**src/rtl/tx_phase_align_pkg.sv**
```systemverilog
package tx_phase_align_pkg;

  typedef enum logic [1:0] {
    ST_IDLE     = 2'd0,
    ST_SETTLE   = 2'd1,
    ST_SETPHASE = 2'd2,
    ST_DONE     = 2'd3
  } seqState_t;

  // strobes from control to the timer datapath
  typedef struct packed {
    logic clear;      // hold the counter at zero
    logic loadSettle; // restart count, target = settle length
    logic loadHold;   // restart count, target = divider-chosen span
    logic advance;    // count one cycle
  } timerCtl_t;

endpackage

```
**src/rtl/tx_phase_align_timer.sv**
```systemverilog
module tx_phase_align_timer
  import tx_phase_align_pkg::*;
#(
  parameter int SETTLE_CYCLES = 32,
  parameter int BASE_HOLD     = 4096,
  parameter int DIV_W         = 2
) (
  input  logic             clk,
  input  logic             rstN,
  input  timerCtl_t        ctl,
  input  logic [DIV_W-1:0] divSel,
  output logic             hit
);

  localparam int MAX_SPAN = (BASE_HOLD * 4 > SETTLE_CYCLES) ? BASE_HOLD * 4 : SETTLE_CYCLES;
  localparam int CNT_W    = $clog2(MAX_SPAN) + 1;

  logic [CNT_W-1:0] count;
  logic [CNT_W-1:0] target;
  logic [CNT_W-1:0] holdTarget;

  // divider to span: 1 -> base, 2 -> 2x, 3 and unsupported -> 4x
  always_comb begin
    case (divSel)
      DIV_W'(1): holdTarget = CNT_W'(BASE_HOLD - 1);
      DIV_W'(2): holdTarget = CNT_W'(BASE_HOLD * 2 - 1);
      default:   holdTarget = CNT_W'(BASE_HOLD * 4 - 1);
    endcase
  end

  always_ff @(posedge clk or negedge rstN) begin
    if (!rstN) begin
      count  <= '0;
      target <= '0;
    end else if (ctl.clear) begin
      count  <= '0;
      target <= '0;
    end else if (ctl.loadSettle) begin
      count  <= '0;
      target <= CNT_W'(SETTLE_CYCLES - 1);
    end else if (ctl.loadHold) begin
      count  <= '0;
      target <= holdTarget;
    end else if (ctl.advance) begin
      count  <= count + 1'b1;
    end
  end

  assign hit = (count == target);

endmodule

```
**src/rtl/tx_phase_align_ctrl.sv**
```systemverilog
module tx_phase_align_ctrl
  import tx_phase_align_pkg::*;
(
  input  logic      clk,
  input  logic      rstN,
  input  logic      clocksStable,
  input  logic      tileReset,
  input  logic      pllEnable,
  input  logic      clkSrcChange,
  input  logic      hit,
  output timerCtl_t ctl,
  output logic      alignEn,
  output logic      setPhase,
  output logic      alignDone
);

  seqState_t state, nextState;
  logic restart;

  assign restart = tileReset || !pllEnable || clkSrcChange;

  always_comb begin
    nextState = state;
    ctl       = '0;
    if (restart) begin
      nextState = ST_IDLE;
    end else begin
      case (state)
        ST_IDLE: begin
          if (clocksStable) begin
            nextState      = ST_SETTLE;
            ctl.loadSettle = 1'b1;
          end
        end
        ST_SETTLE: begin
          if (!clocksStable) begin
            nextState = ST_IDLE;
          end else if (hit) begin
            nextState    = ST_SETPHASE;
            ctl.loadHold = 1'b1;
          end else begin
            ctl.advance = 1'b1;
          end
        end
        ST_SETPHASE: begin
          if (!clocksStable) begin
            nextState = ST_IDLE;
          end else if (hit) begin
            nextState = ST_DONE;
          end else begin
            ctl.advance = 1'b1;
          end
        end
        default: nextState = ST_DONE;
      endcase
    end
    ctl.clear = (nextState == ST_IDLE) || (nextState == ST_DONE);
  end

  always_ff @(posedge clk or negedge rstN) begin
    if (!rstN) state <= ST_IDLE;
    else       state <= nextState;
  end

  assign alignEn   = (state != ST_IDLE);
  assign setPhase  = (state == ST_SETPHASE);
  assign alignDone = (state == ST_DONE);

endmodule

```
**src/rtl/tx_phase_align_seq.sv**
```systemverilog
module tx_phase_align_seq
  import tx_phase_align_pkg::*;
#(
  parameter int SETTLE_CYCLES = 32,
  parameter int BASE_HOLD     = 4096
) (
  input  logic       clk,
  input  logic       rstN,
  input  logic       clocksStable,
  input  logic [1:0] divSel,
  input  logic       tileReset,
  input  logic       pllEnable,
  input  logic       clkSrcChange,
  output logic       alignEn,
  output logic       setPhase,
  output logic       alignDone
);

  timerCtl_t timerCtl;
  logic      timerHit;

  tx_phase_align_ctrl u_ctrl (
    .clk          (clk),
    .rstN         (rstN),
    .clocksStable (clocksStable),
    .tileReset    (tileReset),
    .pllEnable    (pllEnable),
    .clkSrcChange (clkSrcChange),
    .hit          (timerHit),
    .ctl          (timerCtl),
    .alignEn      (alignEn),
    .setPhase     (setPhase),
    .alignDone    (alignDone)
  );

  tx_phase_align_timer #(
    .SETTLE_CYCLES (SETTLE_CYCLES),
    .BASE_HOLD     (BASE_HOLD),
    .DIV_W         (2)
  ) u_timer (
    .clk    (clk),
    .rstN   (rstN),
    .ctl    (timerCtl),
    .divSel (divSel),
    .hit    (timerHit)
  );

endmodule

```
**config.mk**
```make
export PLATFORM = sky130hd
export DESIGN_NAME = tx_phase_align_seq
export DESIGN_NICKNAME = d
export VERILOG_FILES = /design/src/rtl/tx_phase_align_pkg.sv /design/src/rtl/tx_phase_align_timer.sv /design/src/rtl/tx_phase_align_ctrl.sv /design/src/rtl/tx_phase_align_seq.sv
export SDC_FILE = /design/constraint.sdc
export NUM_CORES = 1
export LEC_CHECK = 0
export BUFFER_PORTS_ARGS = -buffer_cell sky130_fd_sc_hd__buf_2
export CELL_PAD_IN_SITES_DETAIL_PLACEMENT = 0
export CELL_PAD_IN_SITES_GLOBAL_PLACEMENT = 1
export CORE_ASPECT_RATIO = 0.75
export CORE_MARGIN = 4
export CORE_UTILIZATION = 35
export CTS_BUF_LIST = sky130_fd_sc_hd__clkbuf_4
export CTS_CLUSTER_SIZE = 14
export DETAILED_ROUTE_END_ITERATION = 10
export PLACE_DENSITY_LB_ADDON = 0.3
export SLEW_MARGIN = 5
export SYNTH_ARGS = -nofsm -noshare
export SYNTH_HDL_FRONTEND = slang
export SYNTH_SLANG_ARGS = --single-unit
```
**constraint.sdc**
```tcl
create_clock -name clk -period 2.7 [get_ports clk]
set_clock_uncertainty 0.15 [all_clocks]
set_input_delay 0.135 -clock clk [delete_from_list [all_inputs] [get_ports clk]]
set_output_delay 0.135 -clock clk [all_outputs]
set_load 0.005 [all_outputs]
```
# Word level (Yosys, flattened, before mapping)
# Index checks and enable logic that the tools add are counted.
[op_classes] n_reduce_logical=9 n_div=0 muxes=24 shift=0 n_lt_le_gt_ge=0 mul=0 n_bitwise=0 n_eq_ne=7 add_sub_neg=1
[op_table] operator="two-way mux 15 bit" count=7
[op_table] operator="case mux 14 bit (2 select lines)" count=1
[op_table] operator="adder 15 x 1 -> 15 bit (second input constant)" count=1
[op_table] operator="== test 15 bit" count=1
[op_table] operator="two-way mux 2 bit" count=7
[op_table] operator="== test 2 bit (second input constant)" count=4
[op_table] operator="two-way mux 1 bit" count=6
[op_table] operator="case mux 2 bit (3 select lines)" count=1
[op_table] operator="== test 2 x 1 -> 1 bit (second input constant)" count=2
[op_table] operator="logical NOT 2 bit" count=2
[op_table] operator="nonzero test 4 bit" count=1
[op_table] operator="logical OR 1 bit" count=3
[op_table] operator="two-way mux 3 bit" count=1
[op_table] operator="nonzero test 3 bit" count=1
[op_table] operator="case mux 1 bit (2 select lines)" count=1
[op_table] operator="nonzero test 2 bit" count=1
[op_table] operator="logical NOT 1 bit" count=1
[totals] word_cells=44 romBits=0 regBits=32 out_inout_bits=3 latchBits=0 memories=0 ramBits=0 in_bits=8

# Longest topological paths before layout
# Gate-level depths: netlist of the first run.
[logic_depth] depth_word=9 mapped_depth=9

# Hierarchy
# A second synthesis of the first run with hierarchy kept.
[hier_totals] cells_unflattened=144 area_unflattened_um2=1370.1
[modules_own_cells] mod="tx_phase_align_timer" seq_area_each_um2=475.5 area_each_um2=1101.1 cells_per_inst=113 n_inst=1
[modules_own_cells] mod="tx_phase_align_ctrl" seq_area_each_um2=50.0 area_each_um2=269.0 cells_per_inst=31 n_inst=1

# Least setup slack after synthesis of the first run
# No wires, ideal clock.
[synth_timing] path_kind="register -> register" from="register u_timer.count[0]" to="register u_timer.count[10]" setup_ps=125 slack_ps=350 stages_incl_launch_ff=8 synth_period_minus_slack_ps=2350 arrival_ps=2075 path_buffers=1 cell_sequence="dfrtp_1 > or4_4 > o22ai_4 > a41oi_2 > a211oi_4 > xnor2_2 > buf_6 > nor3_2"
[synth_via] elab_chain_len=8 elab_cells_between_ends=23
[synth_lines] item="start, declared" line="tx_phase_align_timer.sv:18" text="logic [CNT_W-1:0] count;"
[synth_lines] item="start signal, assigned" line="tx_phase_align_timer.sv:45" text="count <= count + 1'b1;"
[synth_lines] item="== test 15 bit" line="tx_phase_align_timer.sv:49" text="assign hit = (count == target);"
[synth_lines] item="two-way mux 2 bit (tied with other cells)" line="tx_phase_align_ctrl.sv:48" text="end else if (hit) begin"
[synth_lines] item="two-way mux 2 bit, on equally long branches" line="tx_phase_align_ctrl.sv:46, tx_phase_align_ctrl.sv:36"
[synth_lines] item="case mux 2 bit (3 select lines) / two-way mux 1 bit (equally long branches)" line="tx_phase_align_ctrl.sv:28" text="case (state)"
[synth_lines] item="two-way mux 2 bit / two-way mux 3 bit (equally long branches)" line="tx_phase_align_ctrl.sv:25" text="if (restart) begin"
[synth_lines] item="== test 2 bit (tied with other cells)" line="tx_phase_align_ctrl.sv:57" text="ctl.clear = (nextState == ST_IDLE) || (nextState == ST_DONE);"
[synth_lines] item="logical OR 1 bit / two-way mux 15 bit (equally long branches)" line="tx_phase_align_ctrl.sv:57, tx_phase_align_timer.sv:38"
[synth_lines] item="nonzero test 4 bit (no line) / two-way mux 15 bit (equally long branches)"
# Several ways; a longest one is shown, not always the timed one. The select of a mux whose other input is x is not followed.
# A chain may end at the register's enable or synchronous reset.

# Final worst setup path of the first run
[layout_timing] from="register u_timer.count[0]" to="register u_timer.count[0]"
# Same word-level chain as after synthesis.

==> out/metrics.json, run 1 <==
{
  "finish.cell_count_without_fillers": {"value": 225},
  "wire_length_of_the_first_global_routing_pass": {"value": 5.920, "unit": "mm"},
  "setup_crit_path_kind": {"value": "reg2reg"},
  "worst_pin_slew": {"value": 505.0, "unit": "ps"},
  "sequential_area_share_after_synthesis": {"value": 35.41, "unit": "%"},
  "postSynthNetCount": {"value": 167},
  "leakagePower": {"value": 0.6690, "unit": "nW"},
  "finalSetupTns": {"value": 0, "unit": "ps"},
  "required": {"value": 2750, "unit": "ps"},
  "timing.final.crit_share": {"value": 94.41, "unit": "%"},
  "internal-power": {"value": 394.9, "unit": "uW"},
  "result_of_the_run": {"value": "complete, no violations"},
  "post_route_cells_drive_above_1_share": {"value": 23.53, "unit": "%"},
  "arrival": {"value": 2590, "unit": "ps"},
  "seq_area": {"value": 525.5, "unit": "um^2"},
  "globalplace.congestion": {"value": 0.8481},
  "mean_post_synth_cell_area": {"value": 9.763, "unit": "um^2"},
  "io-pin-count": {"value": 11},
  "crit_path_max_incr_delay": {"value": 570, "unit": "ps"},
  "timing.final.crit_period": {"value": 2549, "unit": "ps"},
  "worst_setup_path_start_kind": {"value": "flip-flop"},
  "slowest_stage": {"value": "or4_4"},
  "gr-usage-all-layers": {"value": 13.96, "unit": "%"},
  "net-switching-power": {"value": 143.9, "unit": "uW"},
  "power.share.combinational": {"value": 12.4, "unit": "%"},
  "cts-buffers-inserted": {"value": 3},
  "yosysWarnings": {"value": 0},
  "synth_top_cell_area_share": {"value": 35.41, "unit": "%"},
  "placement_rows": {"value": 20},
  "clock_network_fraction_of_total_power": {"value": 28.9, "unit": "%"},
  "floorplan.die.width": {"value": 83.19, "unit": "um"},
  "max_freq": {"value": 392.3, "unit": "MHz"},
  "ant_nets": {"value": 0},
  "post_synthesis_cell_area": {"value": 1484, "unit": "um^2"},
  "critPathMaxFanout": {"value": 8},
  "root_buffer": {"value": "clkbuf_4"},
  "post-synth-top-area-cell": {"value": "dfrtp_1"},
  "route.detailed.wl_per_inst": {"value": 15.35, "unit": "um"},
  "firstDrtPassIters": {"value": 4},
  "timing.final.max_slew_violations": {"value": 0},
  "number_of_global_route_vias_before_repair": {"value": 1166},
  "area_delta_synth_final": {"value": 12.98, "unit": "%"},
  "ys_top_cells_by_area": {"value": "dfrtp_1, xnor2_1, ha_1, nor3_1, nor3_2"},
  "cts_tree": {"value": "yes"},
  "ctsLongestPathBuffers": {"value": 2},
  "clock_sinks": {"value": 21},
  "synth.lib_cells_used.distinct": {"value": 44},
  "multi_input_area": {"value": 888.4, "unit": "um^2"},
  "antenna_found_initial": {"value": 0},
  "worst_setup_path_end_kind": {"value": "flip-flop"},
  "number_of_enable_flip_flop_cells_after_synthesis": {"value": 0},
  "path_clk_slew": {"value": 110, "unit": "ps"},
  "htree_num_levels": {"value": 1},
  "share_of_flip_flops_with_an_asynchronous_set_or_reset": {"value": 100.0, "unit": "%"},
  "drt_iter0_drc": {"value": 45},
  "core-area": {"value": 4079, "unit": "um^2"},
  "ys_seq_elements": {"value": 21},
  "die-area": {"value": 5356, "unit": "um^2"},
  "power_switching_share": {"value": 26.70, "unit": "%"},
  "place_inst": {"value": 218},
  "cts_setup_buffers": {"value": 0},
  "antennaDiodeCount": {"value": 0},
  "die_h": {"value": 64.39, "unit": "um"},
  "dp_hpwl": {"value": 2.571, "unit": "mm"},
  "cts-resized-gates": {"value": 0},
  "number_of_nets_in_the_layout": {"value": 186},
  "maximum_vdd_drop": {"value": 0.1323, "unit": "mV"},
  "worstPathCellList": {"value": "or4_4 > o22ai_4 > a41o_2 > a211oi_4 > xnor2_2 > buf_4 > nor3_1"},
  "route.vias.total": {"value": 1195},
  "worst_slew_margin_rel": {"value": 66.33, "unit": "%"},
  "rsz0062_at_grt": {"value": "no"},
  "drc": {"value": 0},
  "grt_start_max_net_pins": {"value": 22},
  "synthCells": {"value": 152},
  "avgViaCountPerCell": {"value": 5.311},
  "clk-insertion-delay-late": {"value": 310, "unit": "ps"},
  "finalSetupViolations": {"value": 0},
  "filler_cell_count": {"value": 410},
  "placement.io_buffers": {"value": 10},
  "timing.final.hold_violations": {"value": 0},
  "drt-total-wl": {"value": 3.453, "unit": "mm"},
  "power_density": {"value": 321.4, "unit": "nW/um^2"},
  "share_seq_of_total_power": {"value": 58.7, "unit": "%"},
  "min_path_type": {"value": "in2reg"},
  "timing.hold.ws": {"value": 84.47, "unit": "ps"},
  "layout.core_utilization": {"value": 41.10, "unit": "%"},
  "ys.flop_type": {"value": "dfrtp_1"},
  "grt_remaining_overflow": {"value": 0},
  "floorplan.initialDensity": {"value": 36.38, "unit": "%"},
  "count_of_maximum_capacitance_violations": {"value": 0}
}
[logic make-up after synthesis]
group	count (synthesis)	synth area share (%)
compound gates	19	10.88
xor+xnor	18	11.13
fa+ha+maj	7	5.902
buf+inv	15	4.722
flops	21	35.41
mux	2	2.192
simple gates	70	29.77
[flip-flops by register name, summed over array words and instances (netlist names)]
name            cells
u_timer.count      15
u_ctrl.state        2
u_timer.target      4
[worst paths after layout]
| path | cells after the start | end | slack [ps] | from |
|---|---|---|---|---|
| setup / recovery | 7 | u_timer.count[0] | 150 | u_timer.count[0] |
| hold / removal | 3 | u_timer.target[4] | 80 | clocksStable |
| setup reg to reg | 7 | u_timer.count[0] | 150 | u_timer.count[0] |
| hold reg to reg | 2 | u_timer.target[13] | 430 | u_timer.target[13] |
| max in group asynchronous | 2 | u_timer.count[1] | 1890 | rstN |
| min in group asynchronous | 2 | u_timer.count[7] | 160 | rstN |
[placed cells by master, fill, tap and decap left out, types with 5 or more instances in the layout]
cell and count:
dfrtp_1 21, xnor2_1 14, nor3_1 12, buf_2 10, inv_1 9, nand2_1 9
nor4_1 8, nand3_1 7, ha_1 7, buf_4 7, nor2_1 6, nor3_2 6
nand4_1 5
[area by class of cell]
class / count / area share, %
multi-input combinational: 116 / 52.99
inverter: 9 / 2.015
clock inverter: 1 / 0.2985
clock buffer: 3 / 1.343
tap: 55 / 4.104
timing repair buffer: 20 / 7.910
sequential: 21 / 31.34
[stage by stage]
step / worst slack, ps / area (um^2) / power, mW
after floorplan: 349.8 / 1484 / 0.3627
after global placement: 218.0 / 1619 / 0.3850
after detailed placement: 166.2 / 1619 / 0.3862
after CTS: 151.5 / 1677 / 0.5458
after global routing: 8.006 / 1677 / 0.5711
final: 151.0 / 1677 / 0.5388
[cells in the mapped netlist, types with 2 or more instances]
cell type   n
buf_2       2
nor2_1      6
nand2_1     9
xor2_1      3
o21ai_1     2
inv_1       9
a21oi_1     4
and3_1      2
ha_1        7
nor4b_1     2
xnor2_1    14
nor3_1     12
nor4_1      8
clkbuf_1    2
nand3_1     7
and2_1      4
nor3_2      6
o21ai_0     3
dfrtp_1    21
nand4_1     5
[power groups by stage]
stage	registers [mW]	clock network [mW]	logic (mW)
6_report	0.316	0.156	0.0666
5_1_grt	0.317	0.180	0.0748
4_1_cts	0.316	0.162	0.0669
3_5_place_dp	0.322	0	0.0639
3_3_place_gp	0.322	0	0.0627
2_1_floorplan	0.322	0	0.0406
[worst max-delay path, delay by kind of cell, from the launching register on]
family                 cells  cell delay, ps
AO/OA/AOI/OAI              3             530
flip-flops                 1             470
XOR/XNOR                   1             400
buffers and inverters      1             260
AND/OR/NAND/NOR            2             640
[layer usage]
metal / global-route usage, % / wire length (um)
met4: 3.061 / 26
met5: 0 / 0
met2: 20.60 / 1427
met1: 20.24 / 1874
met3: 3.737 / 125
[repair_timing]
item	4_1_cts	5_1_grt
hold endpoints to repair	22	0
hold buffers	3	0
setup endpoints to repair	0	0
Note: power is estimated with default switching activity, not from simulation.
==> inputs of run 2 (changes only) <==
--- a/config.mk
+++ b/config.mk
@@ -15,6 +15,7 @@
 export CTS_CLUSTER_SIZE = 14
 export DETAILED_ROUTE_END_ITERATION = 10
 export PLACE_DENSITY_LB_ADDON = 0.3
+export REMOVE_ABC_BUFFERS = 1
 export SLEW_MARGIN = 5
 export SYNTH_ARGS = -nofsm -noshare
 export SYNTH_HDL_FRONTEND = slang
==> out/metrics.json, run 2 (same netlist as run 1, synthesis figures left out) <==
{
  "post-layout-total-power": {"value": 541.9, "unit": "uW", "change": "+0.58%"},
  "cts-buffers-inserted": {"value": 3, "change": "unchanged"},
  "place_inst": {"value": 216, "change": "-0.92%"},
  "min_delay_path_depth": {"value": 3, "change": "unchanged"},
  "arrival": {"value": 2520, "unit": "ps", "change": "-70 ps"},
  "avgViaCountPerCell": {"value": 5.283, "change": "-0.54%"},
  "cts_setup_buffers": {"value": 0, "change": "unchanged"},
  "r2r_setup_slack": {"value": 250, "unit": "ps", "change": "+100 ps"},
  "timing.final.crit_share": {"value": 90.69, "unit": "%", "change": "-3.7 points"},
  "final_common_cell": {"value": "dfrtp_1"},
  "min_path_type": {"value": "in2reg"},
  "worst_setup_path_end_kind": {"value": "flip-flop"},
  "ctsLongestPathBuffers": {"value": 2, "change": "unchanged"},
  "number_of_global_route_vias_before_repair": {"value": 1163, "change": "-0.26%"},
  "wire_length_of_the_first_global_routing_pass": {"value": 5.782, "unit": "mm", "change": "-2.3%"},
  "floorplan.initialDensity": {"value": 36.38, "unit": "%", "change": "unchanged"},
  "worst_slew_margin_rel": {"value": 66.30, "unit": "%", "change": "about the same"},
  "timing.reg2reg.worst_path_depth": {"value": 7, "change": "unchanged"},
  "finalSetupViolations": {"value": 0, "change": "unchanged"},
  "min-delay-start": {"value": "clocksStable"},
  "crit_path_max_incr_delay": {"value": 570, "unit": "ps", "change": "about the same"},
  "power_density": {"value": 323.7, "unit": "nW/um^2", "change": "+0.73%"},
  "leakagePower": {"value": 0.6640, "unit": "nW", "change": "-0.75%"},
  "power.share.combinational": {"value": 12.8, "unit": "%", "change": "+0.4 points"},
  "worst_setup_path_start_kind": {"value": "flip-flop"},
  "count_of_maximum_capacitance_violations": {"value": 0, "change": "unchanged"},
  "finalSetupTns": {"value": 0, "unit": "ps", "change": "unchanged"},
  "setup_crit_path_kind": {"value": "reg2reg"},
  "route.vias.total": {"value": 1178, "change": "-1.4%"},
  "fin_ws": {"value": 251.4, "unit": "ps", "change": "+100.4 ps"},
  "ant_nets": {"value": 0, "change": "unchanged"},
  "post_dp_cell_area": {"value": 1617, "unit": "um^2", "change": "-0.15%"},
  "cts-resized-gates": {"value": 0, "change": "unchanged"},
  "crit-reg2reg-capture": {"value": "u_timer.count[1]"},
  "clk-insertion-delay-late": {"value": 310, "unit": "ps", "change": "about the same"},
  "maximum_vdd_drop": {"value": 0.1893, "unit": "mV", "change": "+43%"},
  "whs_endpoint": {"value": "u_timer.target[4]"},
  "dp_hpwl": {"value": 2.440, "unit": "mm", "change": "-5.1%"},
  "drt-total-wl": {"value": 3.270, "unit": "mm", "change": "-5.3%"},
  "post_route_cells_drive_above_1_share": {"value": 22.62, "unit": "%", "change": "-0.91 points"},
  "drc": {"value": 0, "change": "unchanged"},
  "clock_sinks": {"value": 21, "change": "unchanged"},
  "timing.final.crit_period": {"value": 2449, "unit": "ps", "change": "-100.4 ps"},
  "firstDrtPassIters": {"value": 4, "change": "unchanged"},
  "placement_rows": {"value": 20, "change": "unchanged"},
  "net-switching-power": {"value": 144.6, "unit": "uW", "change": "+0.52%"},
  "floorplan.die.width": {"value": 83.19, "unit": "um", "change": "unchanged"},
  "cts_tree": {"value": "yes"},
  "die_h": {"value": 64.39, "unit": "um", "change": "unchanged"},
  "critPathMaxFanout": {"value": 19, "change": "+11"},
  "io-pin-count": {"value": 11, "change": "unchanged"},
  "cts_hold_buffers": {"value": 3, "change": "unchanged"},
  "root_buffer": {"value": "clkbuf_4"},
  "layout_top_registers": {"value": "u_timer.count (15), u_timer.target (4), u_ctrl.state (2)"},
  "placement.io_buffers": {"value": 10, "change": "unchanged"},
  "layout.core_utilization": {"value": 41.04, "unit": "%", "change": "-0.061 points"},
  "largest_reg_flops": {"value": 15, "change": "unchanged"},
  "clock_network_fraction_of_total_power": {"value": 28.8, "unit": "%", "change": "about the same"},
  "filler_cell_count": {"value": 416, "change": "+1.5%"},
  "max_flop_register": {"value": "u_timer.count"},
  "worst_r2r_startpoint": {"value": "u_timer.count[0]"},
  "number_of_nets_in_the_layout": {"value": 184, "change": "-1.1%"},
  "result_of_the_run": {"value": "complete, no violations"},
  "internal-power": {"value": 397.3, "unit": "uW", "change": "+0.60%"},
  "timing.hold.ws": {"value": 78.55, "unit": "ps", "change": "-5.920 ps"},
  "post-route-cell-area": {"value": 1674, "unit": "um^2", "change": "-0.15%"},
  "finish.cell_count_without_fillers": {"value": 223, "change": "-0.89%"},
  "worst_pin_slew": {"value": 505.4, "unit": "ps", "change": "+0.4486 ps"},
  "grt_remaining_overflow": {"value": 0, "change": "unchanged"},
  "worstPathCellList": {"value": "or4_4 > o22ai_4 > a41oi_2 > a211oi_4 > xnor2_2 > buf_12 > nor3_1"},
  "route.detailed.wl_per_inst": {"value": 14.66, "unit": "um", "change": "-4.5%"},
  "rsz0062_at_grt": {"value": "no"},
  "area_delta_synth_final": {"value": 12.82, "unit": "%"},
  "grt_start_max_net_pins": {"value": 22, "change": "unchanged"},
  "drt_iter0_drc": {"value": 81, "change": "+80%"},
  "globalplace.congestion": {"value": 0.7857, "change": "-7.4%"},
  "most-common-layout-cells": {"value": "dfrtp_1, xnor2_1, nor3_1, buf_2"},
  "antenna_found_initial": {"value": 0, "change": "unchanged"},
  "timing.final.hold_violations": {"value": 0, "change": "unchanged"},
  "core-area": {"value": 4079, "unit": "um^2", "change": "unchanged"},
  "htree_num_levels": {"value": 1, "change": "unchanged"},
  "power_switching_share": {"value": 26.69, "unit": "%", "change": "about the same"},
  "required": {"value": 2770, "unit": "ps", "change": "+20 ps"},
  "gr-usage-all-layers": {"value": 13.36, "unit": "%", "change": "-0.60 points"},
  "share_seq_of_total_power": {"value": 58.4, "unit": "%", "change": "-0.3 points"},
  "slowest_stage": {"value": "or4_4"},
  "max_freq": {"value": 408.4, "unit": "MHz", "change": "+4.1%"},
  "timing.final.max_slew_violations": {"value": 0, "change": "unchanged"},
  "die-area": {"value": 5356, "unit": "um^2", "change": "unchanged"},
  "antennaDiodeCount": {"value": 0, "change": "unchanged"},
  "detailedPlace.worstSlack": {"value": 265.2, "unit": "ps", "change": "+99.02 ps"},
  "path_clk_slew": {"value": 120, "unit": "ps", "change": "about the same"}
}
[run 2: how the worst max path moves through the flow]
| stage | start | to | slack [ps] |
|---|---|---|---|
| 5_1_grt | u_timer.count[0] | u_timer.count[3] | 130 |
| 4_1_cts | u_timer.count[0] | u_timer.count[3] | 230 |
| 2_1_floorplan | u_timer.count[0] | u_timer.count[0] | 130 |
| 6_report | u_timer.count[0] | u_timer.count[1] | 250 |
| 3_3_place_gp | u_timer.count[0] | u_timer.target[11] | 290 |
| 3_5_place_dp | u_timer.count[0] | u_timer.count[3] | 270 |
[run 2: power groups by stage]
stage / logic (mW) / clock network, mW / registers, mW
finish: 0.0696 / 0.156 / 0.316
floorplan: 0.0351 / 0 / 0.322
detailed placement: 0.0680 / 0 / 0.322
global placement: 0.0665 / 0 / 0.322
global route: 0.0777 / 0.178 / 0.317
CTS: 0.0709 / 0.164 / 0.316
[run 2: layout make-up]
type	count	area, um^2	share of cell area, %
multi-input cells	116	888.4	53.06
flip-flops and latches	21	525.5	31.39
repair buffers	18	130.1	7.773
well taps	55	68.82	4.111
inverters	9	33.78	2.018
clock buffers	3	22.52	1.345
clock inverters	1	5.005	0.2990
[run 2: critical path: cells and delay by family (launching register included)]
kind	cells	cell delay [ps]
xor+xnor	1	120
compound gates	3	680
simple gates	2	770
flops	1	470
buf+inv	1	170
[run 2: layer usage]
layer,GRT usage (%),up-vias,share of wire [%]
li1,-,581,-
met1,19.31,581,53
met2,20.50,14,43
met3,2.706,2,2.6
met4,2.857,0,0.64
met5,0,-,0
